**src/rtl/alu_pkg.sv**
```systemverilog
package alu_pkg;
   typedef enum logic [1:0] {
      SEL_SUM = 2'b00,
      SEL_AND = 2'b01,
      SEL_OR  = 2'b10,
      SEL_XOR = 2'b11
   } alu_sel_e;

   typedef struct packed {
      logic     sub;
      alu_sel_e sel;
   } alu_func_t;
endpackage

```
**src/rtl/alu_addsub.sv**
```systemverilog
module alu_addsub #(
   parameter int WIDTH = 32
) (
   input  logic [WIDTH-1:0] a,
   input  logic [WIDTH-1:0] b,
   input  logic             sub,
   output logic [WIDTH-1:0] sum,
   output logic             carry_msb_in,
   output logic             carry_msb_out
);
   logic [WIDTH:0]   chain;
   logic [WIDTH-1:0] b_eff;

   assign chain[0] = sub;

   for (genvar i = 0; i < WIDTH; i++) begin : g_bit
      assign b_eff[i]   = b[i] ^ sub;
      assign sum[i]     = a[i] ^ b_eff[i] ^ chain[i];
      assign chain[i+1] = (a[i] & b_eff[i]) | (a[i] & chain[i]) | (b_eff[i] & chain[i]);
   end

   assign carry_msb_in  = chain[WIDTH-1];
   assign carry_msb_out = chain[WIDTH];
endmodule

```
**src/rtl/alu_outmux.sv**
```systemverilog
module alu_outmux
   import alu_pkg::*;
#(
   parameter int WIDTH = 32
) (
   input  alu_sel_e         sel,
   input  logic [WIDTH-1:0] sum,
   input  logic [WIDTH-1:0] a,
   input  logic [WIDTH-1:0] b,
   output logic [WIDTH-1:0] y
);
   always_comb begin
      unique case (sel)
         SEL_SUM: y = sum;
         SEL_AND: y = a & b;
         SEL_OR:  y = a | b;
         SEL_XOR: y = a ^ b;
         default: y = sum;
      endcase
   end
endmodule

```
**src/rtl/alu_flags.sv**
```systemverilog
module alu_flags #(
   parameter int WIDTH = 32
) (
   input  logic [WIDTH-1:0] y,
   input  logic             cin_msb,
   input  logic             cout_msb,
   output logic             n,
   output logic             z,
   output logic             v,
   output logic             c
);
   assign n = y[WIDTH-1];
   assign z = ~|y;
   assign v = cin_msb ^ cout_msb;
   assign c = cout_msb;
endmodule

```
**src/rtl/alu_nzvc.sv**
```systemverilog
module alu_nzvc
   import alu_pkg::*;
#(
   parameter int WIDTH = 32
) (
   input  logic [WIDTH-1:0] opa,
   input  logic [WIDTH-1:0] opb,
   input  logic [2:0]       func,
   output logic [WIDTH-1:0] result,
   output logic             flag_n,
   output logic             flag_z,
   output logic             flag_v,
   output logic             flag_c
);
   if (WIDTH < 2) begin : g_bad_width
      $error("alu_nzvc: WIDTH must be at least 2");
   end

   alu_func_t        fc;
   logic [WIDTH-1:0] sum;
   logic             c_in_top;
   logic             c_out_top;

   assign fc = alu_func_t'(func);

   alu_addsub #(.WIDTH(WIDTH)) u_addsub (
      .a             (opa),
      .b             (opb),
      .sub           (fc.sub),
      .sum           (sum),
      .carry_msb_in  (c_in_top),
      .carry_msb_out (c_out_top)
   );

   alu_outmux #(.WIDTH(WIDTH)) u_mux (
      .sel (fc.sel),
      .sum (sum),
      .a   (opa),
      .b   (opb),
      .y   (result)
   );

   alu_flags #(.WIDTH(WIDTH)) u_flags (
      .y        (result),
      .cin_msb  (c_in_top),
      .cout_msb (c_out_top),
      .n        (flag_n),
      .z        (flag_z),
      .v        (flag_v),
      .c        (flag_c)
   );
endmodule

```
**config.mk**
```make
export PLATFORM = sky130hd
export DESIGN_NAME = alu_nzvc
export DESIGN_NICKNAME = d
export VERILOG_FILES = /design/src/rtl/alu_pkg.sv /design/src/rtl/alu_addsub.sv /design/src/rtl/alu_outmux.sv /design/src/rtl/alu_flags.sv /design/src/rtl/alu_nzvc.sv
export SDC_FILE = /design/constraint.sdc
export NUM_CORES = 1
export LEC_CHECK = 0
export ABC_AREA = 1
export BUFFER_PORTS_ARGS = -buffer_cell sky130_fd_sc_hd__clkbuf_2
export CELL_PAD_IN_SITES_DETAIL_PLACEMENT = 1
export CELL_PAD_IN_SITES_GLOBAL_PLACEMENT = 2
export CORE_AREA = 5 5 109 111
export DETAILED_ROUTE_END_ITERATION = 12
export DIE_AREA = 0 0 114 116
export PLACE_DENSITY_LB_ADDON = 0.1
export SYNTH_ARGS = -nofsm -noshare
export SYNTH_HDL_FRONTEND = slang
export SYNTH_SLANG_ARGS = --single-unit
export TNS_END_PERCENT = 10
```
**constraint.sdc**
```tcl
create_clock -name vclk -period 31.3
set_clock_uncertainty 0.1 [all_clocks]
set_input_delay 0 -clock vclk [all_inputs]
set_output_delay 0 -clock vclk [all_outputs]
set_load 0.01 [all_outputs]
```
Yosys cells after proc, flatten, opt, wreduce, memory -nomap -nowiden
Index checks and enable logic that the tools add are counted.
{"block": "totals", "out_inout_bits": 36, "input_bits": 67, "word_cells": 267, "register_bits": 0}
{"block": "op_classes", "bitwise_logic": 260, "n_reduce_logical": 3, "n_eq_ne": 3, "muxes": 1}
{"operator": "$pmux W32 S4", "n": 1}
{"operator": "$xor A1 B1 Y1", "n": 97}
{"operator": "$and A1 B1 Y1", "n": 96}
{"operator": "$or A1 B1 Y1", "n": 64}
{"operator": "$and A32 B32 Y32", "n": 1}
{"operator": "$or A32 B32 Y32", "n": 1}
{"operator": "$reduce_or A32 Y1", "n": 1}
{"operator": "$xor A32 B32 Y32", "n": 1}
{"operator": "$eq A2 B2 Y1 const B", "n": 2}
{"operator": "$eq A2 B1 Y1 const B", "n": 1}
{"operator": "$logic_not A2 Y1", "n": 1}
{"operator": "$logic_not A1 Y1", "n": 1}

Longest topological paths before layout
Gate-level depths: netlist of run 1.
{"block": "logic_depth", "ltp_word": 98, "depth_mapped": 44, "ltp_nobuf": 44}

Cells and area by module
Synthesis of run 1 repeated with hierarchy kept, for this count alone.
{"block": "hier_totals", "cells_unflattened": 512, "area_unflattened_um2": 3415.8}
{"module": "alu_outmux", "n_inst": 1, "area_per_inst_um2": 2059.5, "seq_area_each_um2": 0.0, "cells_each": 343}
{"module": "alu_addsub", "n_inst": 1, "area_per_inst_um2": 1216.2, "seq_area_each_um2": 0.0, "cells_each": 135}
{"module": "alu_flags", "n_inst": 1, "area_per_inst_um2": 140.1, "seq_area_each_um2": 0.0, "cells_each": 34}

Worst setup path after synthesis of run 1
Ideal clock, no wire load.
{"block": "synth_timing", "kind": "input to output", "startpoint": "in func[2]", "endpoint": "out flag_z", "required_ps": 31200, "stages": 44, "path_buffers": 2, "slack_ps": 17040, "arrival_ps": 14160, "path_cell_list": "clkbuf_1 > buf_2 > o21ai_0 > fa_1 > inv_1 > fa_1 > inv_1 > fa_1 > fa_1 > fa_1 > fa_1 > fa_1 > fa_1 > fa_1 > fa_1 > fa_1 > fa_1 > fa_1 > [8 not listed] > fa_1 > fa_1 > fa_1 > fa_1 > fa_1 > fa_1 > fa_1 > fa_1 > fa_1 > inv_1 > fa_1 > nand2_1 > nand4_2 > nor2_1 > nand2_1 > nor2_1 > nand2_1 > nor2_1"}
{"block": "synth_between", "elab_chain_len": 98, "elab_cells_between_ends": 254, "cone_classes": "1 x mux; 251 x bitwise; 2 x reduce/logical"}
{"element": "start, declared", "line_no": "alu_nzvc.sv:8", "text": "input logic [2:0] func,"}
{"element": "$xor A1 B1 Y1", "line_no": "alu_addsub.sv:17", "text": "assign b_eff[i] = b[i] ^ sub;"}
{"element": "$and A1 B1 Y1", "line_no": "alu_addsub.sv:19", "text": "assign chain[i+1] = (a[i] & b_eff[i]) | (a[i] & chain[i]) | (b_eff[i] & chain[i]);"}
{"element": "$or A1 B1 Y1 (2 in a row)", "line_no": "alu_addsub.sv:19"}
{"element": "$and A1 B1 Y1", "line_no": "alu_addsub.sv:19"}
{"element": "$or A1 B1 Y1 (2 in a row)", "line_no": "alu_addsub.sv:19"}
{"element": "$and A1 B1 Y1", "line_no": "alu_addsub.sv:19"}
{"element": "$or A1 B1 Y1 (2 in a row)", "line_no": "alu_addsub.sv:19"}
{"element": "$and A1 B1 Y1", "line_no": "alu_addsub.sv:19"}
{"element": "[78 not listed]"}
{"element": "$or A1 B1 Y1 (2 in a row)", "line_no": "alu_addsub.sv:19"}
{"element": "$and A1 B1 Y1", "line_no": "alu_addsub.sv:19"}
{"element": "$or A1 B1 Y1 (2 in a row)", "line_no": "alu_addsub.sv:19"}
{"element": "$xor A1 B1 Y1 (*)", "line_no": "alu_addsub.sv:18", "text": "assign sum[i] = a[i] ^ b_eff[i] ^ chain[i];"}
{"element": "$pmux W32 S4 (*)", "line_no": "alu_outmux.sv:13", "text": "unique case (sel)"}
{"element": "named net flag_n", "line_no": "alu_nzvc.sv:10", "text": "output logic flag_n,"}
{"element": "$reduce_or A32 Y1 (*)", "line_no": "alu_flags.sv:13", "text": "assign z = ~|y;"}
{"element": "$logic_not A1 Y1 (*)", "line_no": "alu_flags.sv:13"}
{"element": "end, declared", "line_no": "alu_nzvc.sv:11", "text": "output logic flag_z,"}
The timed path passes the listed nets; every way through them passes the cells marked *.

Worst setup path after layout of run 1
{"block": "layout_timing", "startpoint": "in func[2]", "endpoint": "out flag_z"}
{"block": "layout_between", "elab_chain_len": 98, "elab_cells_between_ends": 254, "cone_classes": "1 x mux; 251 x bitwise; 2 x reduce/logical"}
{"element": "$xor A1 B1 Y1", "line_no": "alu_addsub.sv:17"}
{"element": "$and A1 B1 Y1", "line_no": "alu_addsub.sv:19"}
{"element": "$or A1 B1 Y1 (2 in a row)", "line_no": "alu_addsub.sv:19"}
{"element": "$and A1 B1 Y1", "line_no": "alu_addsub.sv:19"}
{"element": "$or A1 B1 Y1 (2 in a row)", "line_no": "alu_addsub.sv:19"}
{"element": "$and A1 B1 Y1", "line_no": "alu_addsub.sv:19"}
{"element": "$or A1 B1 Y1 (2 in a row)", "line_no": "alu_addsub.sv:19"}
{"element": "$and A1 B1 Y1", "line_no": "alu_addsub.sv:19"}
{"element": "[77 not listed]"}
{"element": "$and A1 B1 Y1", "line_no": "alu_addsub.sv:19"}
{"element": "$or A1 B1 Y1 (2 in a row)", "line_no": "alu_addsub.sv:19"}
{"element": "$and A1 B1 Y1", "line_no": "alu_addsub.sv:19"}
{"element": "$or A1 B1 Y1 (2 in a row)", "line_no": "alu_addsub.sv:19"}
{"element": "$xor A1 B1 Y1", "line_no": "alu_addsub.sv:18"}
{"element": "$pmux W32 S4 (*)", "line_no": "alu_outmux.sv:13"}
{"element": "$reduce_or A32 Y1 (*)", "line_no": "alu_flags.sv:13"}
{"element": "$logic_not A1 Y1 (*)", "line_no": "alu_flags.sv:13"}
Every way passes the cells marked *; elsewhere a longest branch is shown, timed or not.

==> results of run 1 <==
[worst max-delay path: cells and delay by family]
kind                       cells  cell delay, ns
and+or+nand+nor                7            0.69
buffers and inverters          6            0.87
AOI/OAI and AO/OA              1            0.23
adders and majority gates     31           13.20
[final timing paths]
kind / startpoint / endpoint / slack [ns]
worst max-delay path: func[2] / flag_z / 16.17
worst min-delay path: opa[31] / flag_c / 0.39
[power breakdown]
group          leakage, nW  switching (W)   total, W  internal (W)
Combinational         2.21      0.0000420  0.0000703     0.0000283
Clock                    0              0          0             0
Sequential               0              0          0             0
Total                 2.21      0.0000420  0.0000703     0.0000283
[final cells by class]
cell class | count | area [um^2] | area share [%]
inverter | 128 | 485 | 12.6
multi-input combinational | 331 | 2660 | 68.8
tap | 140 | 175 | 4.53
timing repair buffer | 107 | 546 | 14.1
[cell families after synthesis]
kind of cell / count (synthesis) / share of synthesized area [%]
simple gates: 202 / 28.9
buf+inv: 151 / 18.7
fa+ha+maj: 95 / 43.4
xor+xnor: 32 / 8.56
compound gates: 2 / 0.382
[routing by layer]
layer,up-vias,part of all wire [%],global-route usage (%)
met2,51,53,31.0
met4,0,0,0
met3,0,3.4,0.731
li1,1613,-,-
met1,1527,44,19.5
met5,-,0,0
[cell usage after synthesis (all sizes together)]
cell	n	share of area, %
ha	64	24
nand2	98	11
xor2	2	0.54
nand4	28	6.7
clkbuf	9	1.0
nor2	23	2.8
buf	14	2.9
xnor2	30	8.0
o21ai	1	0.15
nand3	53	8.1
inv	128	15
a21boi	1	0.23
fa	31	19
[stage by stage]
step	instance area [um^2]	hold slack (ns)	worst slack [ns]	utilization [%]	instances
2_1_floorplan	3270	0.127	17.04	-	482
3_3_place_gp	3870	0.408	16.22	36.1	706
3_5_place_dp	3870	0.403	15.96	36.1	706
4_1_cts	3870	0.404	15.93	36.1	706
5_1_grt	3870	0.427	15.41	36.1	706
6_report	3870	0.388	16.17	36.1	706
[placed cells by master, fill, tap and decap left out, drive strengths merged]
cell type / instances
a21boi: 1
buf: 4
clkbuf: 103
fa: 31
ha: 64
inv: 128
nand2: 98
nand3: 53
nand4: 28
nor2: 23
o21ai: 1
xnor2: 30
xor2: 2
==> run_summary.xml, run 1 <==
<?xml version="1.0" encoding="UTF-8"?>
<metrics>
  <group name="layout">
    <metric name="n_fill_cell" unit="">1423</metric>
    <metric name="diodes" unit="">0</metric>
    <metric name="drive_above_1_share" unit="%">21.0</metric>
    <metric name="layout.sequential_cells" unit="">0</metric>
    <metric name="register_area" unit="um^2">0</metric>
    <metric name="num-clock-buffers" unit="">0</metric>
    <metric name="design.final.nets" unit="">730</metric>
    <metric name="area_delta_synth_final" unit="%">18.1</metric>
  </group>
  <group name="sta">
    <metric name="drv_slew" unit="">0</metric>
    <metric name="timing.max_slew.rel_slack" unit="%">40.7</metric>
    <metric name="rsz0062_at_grt" unit="">no</metric>
    <metric name="layout_worst_path_cycle_share" unit="%">48.3</metric>
    <metric name="setup-tns-final" unit="ns">0</metric>
    <metric name="setup_viol_count_final" unit="">0</metric>
    <metric name="tightestPinTransition" unit="ns">0.890</metric>
    <metric name="report.final.hold_viol_count" unit="">0</metric>
    <metric name="maxClockFrequency" unit="MHz">66.1</metric>
    <metric name="finalCriticalPeriod" unit="ns">15.13</metric>
  </group>
  <group name="critical_path">
    <metric name="timing.critical_path.fanout_max" unit="">32</metric>
    <metric name="cp_data_required_time" unit="ns">31.20</metric>
    <metric name="critPathCaptureType" unit="">output pin</metric>
    <metric name="worst_path_largest_cell_delay" unit="ns">0.48</metric>
    <metric name="timing_worst_setup_path_type" unit="">in -&gt; out</metric>
    <metric name="critPathArrivalTime" unit="ns">15.03</metric>
    <metric name="critPathMostFrequentCell" unit="">fa_1</metric>
    <metric name="slowest_stage" unit="">fa_1</metric>
    <metric name="start_kind" unit="">primary input</metric>
  </group>
  <group name="floorplanning">
    <metric name="die-height" unit="um">116</metric>
    <metric name="design.die.area" unit="um^2">13200</metric>
    <metric name="placement_rows" unit="">38</metric>
    <metric name="core_area" unit="um^2">10700</metric>
    <metric name="num_io_pins" unit="">103</metric>
    <metric name="chipWidth" unit="um">114</metric>
    <metric name="effective_utilization_at_floorplan" unit="%">30.6</metric>
  </group>
  <group name="yosys">
    <metric name="synth_warnings" unit="">0</metric>
    <metric name="yosysUniqueCellTypes" unit="">20</metric>
    <metric name="synth.net_count" unit="">644</metric>
    <metric name="mappedNetlistArea" unit="um^2">3270</metric>
    <metric name="avgSynthCellArea" unit="um^2">6.79</metric>
    <metric name="sequential_to_total_area_share_from_yosys_stat" unit="%">0</metric>
    <metric name="syn-instance-count" unit="">482</metric>
  </group>
  <group name="placement">
    <metric name="dpl.hpwl" unit="mm">8.45</metric>
    <metric name="io_buffer_count" unit="">103</metric>
    <metric name="globalplace.congestion" unit="">0.779</metric>
  </group>
  <group name="detailed_routing">
    <metric name="drc_errors" unit="">0</metric>
    <metric name="num_vias" unit="">3191</metric>
    <metric name="ant_nets" unit="">0</metric>
    <metric name="drt_iter0_markers" unit="">58</metric>
    <metric name="totalWireLength" unit="mm">10.1</metric>
    <metric name="drt_pass1_iterations" unit="">4</metric>
    <metric name="vias_per_cell" unit="">4.52</metric>
    <metric name="post_drt_wl_per_cell" unit="um">14.3</metric>
  </group>
  <group name="power_and_ir_drop">
    <metric name="vdd_ir_drop_max" unit="mV">0.00757</metric>
    <metric name="power.static_leakage" unit="nW">2.21</metric>
    <metric name="finalPower" unit="W">0.0000703</metric>
    <metric name="power_density" unit="nW/um^2">18.2</metric>
  </group>
  <group name="job">
    <metric name="max_cap_viol_count" unit="">0</metric>
  </group>
  <group name="clock_tree">
    <metric name="cts_repair_resize_count" unit="">0</metric>
    <metric name="cts_post_setup_buffers_inserted" unit="">0</metric>
    <metric name="hold_buffers" unit="">0</metric>
  </group>
  <group name="outcome">
    <metric name="status" unit="">completed</metric>
  </group>
  <group name="global_routing">
    <metric name="globalRouteOverflowTotal" unit="">0</metric>
    <metric name="grt_usage" unit="%">15.5</metric>
    <metric name="number_of_global_route_vias_before_repair" unit="">3543</metric>
    <metric name="maximum_number_of_pins_on_one_net_before_global_route_repair" unit="">55</metric>
    <metric name="grt_antenna_before_repair" unit="">0</metric>
    <metric name="grt_pass1_wl" unit="mm">17.0</metric>
  </group>
  <group name="hold_path">
    <metric name="hold_depth" unit="">3</metric>
    <metric name="hold_class" unit="">in -&gt; out</metric>
  </group>
</metrics>
(Power assumes the default switching activity.)
==> run 2: changes to the inputs <==
--- a/config.mk
+++ b/config.mk
@@ -5,13 +5,13 @@
 export SDC_FILE = /design/constraint.sdc
 export NUM_CORES = 1
 export LEC_CHECK = 0
-export ABC_AREA = 1
+export ABC_AREA = 0
 export BUFFER_PORTS_ARGS = -buffer_cell sky130_fd_sc_hd__clkbuf_2
 export CELL_PAD_IN_SITES_DETAIL_PLACEMENT = 1
 export CELL_PAD_IN_SITES_GLOBAL_PLACEMENT = 2
-export CORE_AREA = 5 5 109 111
+export CORE_AREA = 5 5 105 107
 export DETAILED_ROUTE_END_ITERATION = 12
-export DIE_AREA = 0 0 114 116
+export DIE_AREA = 0 0 110 112
 export PLACE_DENSITY_LB_ADDON = 0.1
 export SYNTH_ARGS = -nofsm -noshare
 export SYNTH_HDL_FRONTEND = slang
==> constraint.sdc (replaced) <==
create_clock -name vclk -period 14.6
set_clock_uncertainty 0.1 [all_clocks]
set_input_delay 0 -clock vclk [all_inputs]
set_output_delay 0 -clock vclk [all_outputs]
set_load 0.01 [all_outputs]
==> run 2 against run 1 <==
  * Total power is 130% higher
  * First-iteration DRC count is 43% lower
  * Flip-flop and latch count stayed put
  * Cell area is 0.81% lower
  * Global-route usage is 2.7 points lower
  * Synthesized area is 5.4% lower
  * Via count is 25% lower
  * Critical path depth is 5 lower
  * Synthesized cell count is 35% lower
  * Worst setup slack worse by 16 ns
  * Core utilization is 2.0 points higher
  * Non-clock buffer count is 8 higher
==> run_summary.xml, run 2 <==
<?xml version="1.0" encoding="UTF-8"?>
<metrics>
  <group name="detailed_routing">
    <metric name="topRoutingLayerUsed" unit="">met3</metric>
    <metric name="drt_iter0_markers" unit="">33</metric>
    <metric name="detailroute.wirelength.met3" unit="um">330</metric>
    <metric name="drt_pass1_iterations" unit="">4</metric>
    <metric name="metal1_wirelength" unit="mm">3.15</metric>
    <metric name="drc_errors" unit="">0</metric>
    <metric name="totalWireLength" unit="mm">7.61</metric>
    <metric name="post_drt_wl_per_cell" unit="um">13.8</metric>
    <metric name="route.met2.wl" unit="mm">4.12</metric>
    <metric name="vias_per_cell" unit="">4.30</metric>
    <metric name="num_vias" unit="">2379</metric>
    <metric name="ant_nets" unit="">0</metric>
  </group>
  <group name="layout">
    <metric name="mostFrequentLayoutCell" unit="">inv_1</metric>
    <metric name="n_fill_cell" unit="">1215</metric>
    <metric name="diodes" unit="">0</metric>
    <metric name="num-clock-buffers" unit="">0</metric>
    <metric name="register_area" unit="um^2">0</metric>
    <metric name="design_area" unit="um^2">3830</metric>
    <metric name="layout.sequential_cells" unit="">0</metric>
    <metric name="area_delta_synth_final" unit="%">23.8</metric>
    <metric name="design.final.nets" unit="">581</metric>
    <metric name="finalCoreUtilization" unit="%">38.2</metric>
    <metric name="multi_input_comb_area" unit="um^2">2580</metric>
    <metric name="final_cell_mix" unit="">inv_1 (127), clkbuf_2 (102), ha_1 (64)</metric>
    <metric name="drive_above_1_share" unit="%">38.6</metric>
  </group>
  <group name="sta">
    <metric name="setup-tns-final" unit="ns">0</metric>
    <metric name="setup_viol_count_final" unit="">0</metric>
    <metric name="layout_worst_path_cycle_share" unit="%">95.9</metric>
    <metric name="tightestPinTransition" unit="ns">0.611</metric>
    <metric name="finalCriticalPeriod" unit="ns">14.00</metric>
    <metric name="timing.max_slew.rel_slack" unit="%">59.2</metric>
    <metric name="report.final.hold_viol_count" unit="">0</metric>
    <metric name="drv_slew" unit="">0</metric>
    <metric name="maxClockFrequency" unit="MHz">71.4</metric>
    <metric name="rsz0062_at_grt" unit="">no</metric>
  </group>
  <group name="job">
    <metric name="max_cap_viol_count" unit="">0</metric>
  </group>
  <group name="global_routing">
    <metric name="globalRouteOverflowTotal" unit="">0</metric>
    <metric name="maximum_number_of_pins_on_one_net_before_global_route_repair" unit="">36</metric>
    <metric name="grt_usage" unit="%">12.8</metric>
    <metric name="grt_pass1_wl" unit="mm">12.8</metric>
    <metric name="number_of_global_route_vias_before_repair" unit="">2757</metric>
    <metric name="grt_antenna_before_repair" unit="">0</metric>
  </group>
  <group name="power_and_ir_drop">
    <metric name="seq_power_share" unit="%">0</metric>
    <metric name="power_density" unit="nW/um^2">41.3</metric>
    <metric name="internal_power" unit="W">0.0000791</metric>
    <metric name="finalPower" unit="W">0.000158</metric>
    <metric name="power_switching" unit="W">0.0000794</metric>
    <metric name="vdd_ir_drop_max" unit="mV">0.0176</metric>
    <metric name="power_frac_comb" unit="%">100.0</metric>
    <metric name="power.static_leakage" unit="nW">2.12</metric>
    <metric name="clkPwrFrac" unit="%">0</metric>
    <metric name="switching_share" unit="%">50.1</metric>
  </group>
  <group name="floorplanning">
    <metric name="num_io_pins" unit="">103</metric>
    <metric name="core_area" unit="um^2">10000</metric>
    <metric name="die-height" unit="um">112</metric>
    <metric name="effective_utilization_at_floorplan" unit="%">30.8</metric>
    <metric name="placement_rows" unit="">37</metric>
    <metric name="chipWidth" unit="um">110</metric>
    <metric name="design.die.area" unit="um^2">12300</metric>
  </group>
  <group name="placement">
    <metric name="globalplace.congestion" unit="">0.718</metric>
    <metric name="io_buffer_count" unit="">103</metric>
    <metric name="post_place_instance_area" unit="um^2">3790</metric>
    <metric name="dpl.hpwl" unit="mm">6.77</metric>
  </group>
  <group name="critical_path">
    <metric name="slowest_stage" unit="">or4_4</metric>
    <metric name="worst_path_largest_cell_delay" unit="ns">0.55</metric>
    <metric name="timing_worst_setup_path_type" unit="">in -&gt; out</metric>
    <metric name="cp_data_required_time" unit="ns">14.50</metric>
    <metric name="crit_end" unit="">flag_z</metric>
    <metric name="timing.critical_path.fanout_max" unit="">2</metric>
    <metric name="critPathMostFrequentCell" unit="">fa_2</metric>
    <metric name="critPathArrivalTime" unit="ns">13.90</metric>
    <metric name="critPathCaptureType" unit="">output pin</metric>
    <metric name="timing.critical_path.from" unit="">opb[0]</metric>
    <metric name="start_kind" unit="">primary input</metric>
  </group>
  <group name="yosys">
    <metric name="yosys-top-cells-area" unit="">ha_1 (26%), fa_1 (20%), mux4_2 (20%)</metric>
    <metric name="mappedNetlistArea" unit="um^2">3100</metric>
    <metric name="yosysUniqueCellTypes" unit="">23</metric>
    <metric name="avgSynthCellArea" unit="um^2">9.83</metric>
    <metric name="cell_with_the_most_instances_after_synthesis" unit="">inv_1</metric>
    <metric name="synth.net_count" unit="">477</metric>
    <metric name="synth.top_cells.by_count" unit="">inv_1 (127), ha_1 (64), fa_1 (31), xnor2_1 (30), mux4_2 (27)</metric>
    <metric name="sequential_to_total_area_share_from_yosys_stat" unit="%">0</metric>
    <metric name="post-synth-top-area-cell" unit="">ha_1</metric>
    <metric name="synth_warnings" unit="">0</metric>
    <metric name="syn-instance-count" unit="">315</metric>
    <metric name="yosys.area.top_type_share" unit="%">25.9</metric>
  </group>
  <group name="outcome">
    <metric name="status" unit="">completed</metric>
  </group>
  <group name="hold_path">
    <metric name="hold_class" unit="">in -&gt; out</metric>
  </group>
  <group name="clock_tree">
    <metric name="cts_post_setup_buffers_inserted" unit="">0</metric>
  </group>
</metrics>
-- run 2: changes by cell type in the layout (fill, tap and decap cells not counted), sizes merged, moves of 2 or more --
cell | previous run | this run
or4 | 0 | 2
nand3 | 53 | 0
nand4 | 28 | 1
nor4 | 0 | 7
nand2 | 98 | 1
buf | 4 | 13
nor2 | 23 | 1
a21oi | 0 | 2
mux4 | 0 | 31
-- run 2: cell families (layout without fill, tap and decap cells) --
| kind of cell | Yosys count | count (layout) | share of synthesized area, % |
|---|---|---|---|
| AO/OA/AOI/OAI | 3 | 3 | 0.566 |
| XOR/XNOR | 32 | 32 | 9.05 |
| adder cells (fa/ha/maj) | 95 | 95 | 45.9 |
| buffers and inverters | 140 | 242 | 18.4 |
| multiplexers | 32 | 32 | 23.4 |
| AND/OR/NAND/NOR | 13 | 13 | 2.75 |
-- run 2: cell type report --
| type | count | share of cell area [%] |
|---|---|---|
| repair buffers | 115 | 15.8 |
| multi-input cells | 175 | 67.3 |
| inverters | 127 | 12.4 |
| well taps | 136 | 4.44 |
-- run 2: metal layers --
metal | global-route usage, % | vias to the layer above
li1 | - | 1164
met2 | 25.1 | 49
met4 | 0 | 0
met5 | 0 | -
met3 | 1.10 | 0
met1 | 15.8 | 1166
-- run 2: how the worst min path moves through the flow --
stage,from,to,cells past startpoint
5_1_grt,opa[31],flag_c,3
6_report,opa[31],flag_c,3
4_1_cts,opa[31],flag_c,3
3_3_place_gp,opa[31],flag_c,3
2_1_floorplan,opa[31],flag_c,1
3_5_place_dp,opa[31],flag_c,3
-- run 2: critical path: cells and delay by family --
family / cells / cell delay [ns]
muxes: 2 / 0.60
buffers and inverters: 5 / 0.48
adders and majority gates: 31 / 12.14
and+or+nand+nor: 2 / 0.68
-- run 2: power by group through the flow --
stage	sequential [W]	clock (W)	combinational, W
finish	0	0	0.000158
global route	0	0	0.000183
CTS	0	0	0.000164
detailed placement	0	0	0.000161
global placement	0	0	0.000158
floorplan	0	0	0.000105
-- run 2: through the flow --
step / setup slack [ns] / hold WS, ns / instances
final: 0.601 / 0.364 / 553
after floorplan: 0.0497 / 0.127 / 315
after global routing: 0.0201 / 0.423 / 553
after detailed placement: -0.436 / 0.373 / 553
after global placement: -0.327 / 0.376 / 553
after CTS: 0.00659 / 0.374 / 553
-- run 2: what timing repair did --
item	CTS	global route
gates resized for setup	8	9
gates cloned	0	0
endpoints found under the hold margin	0	0
setup endpoints to repair	1	1
hold buffers	0	0
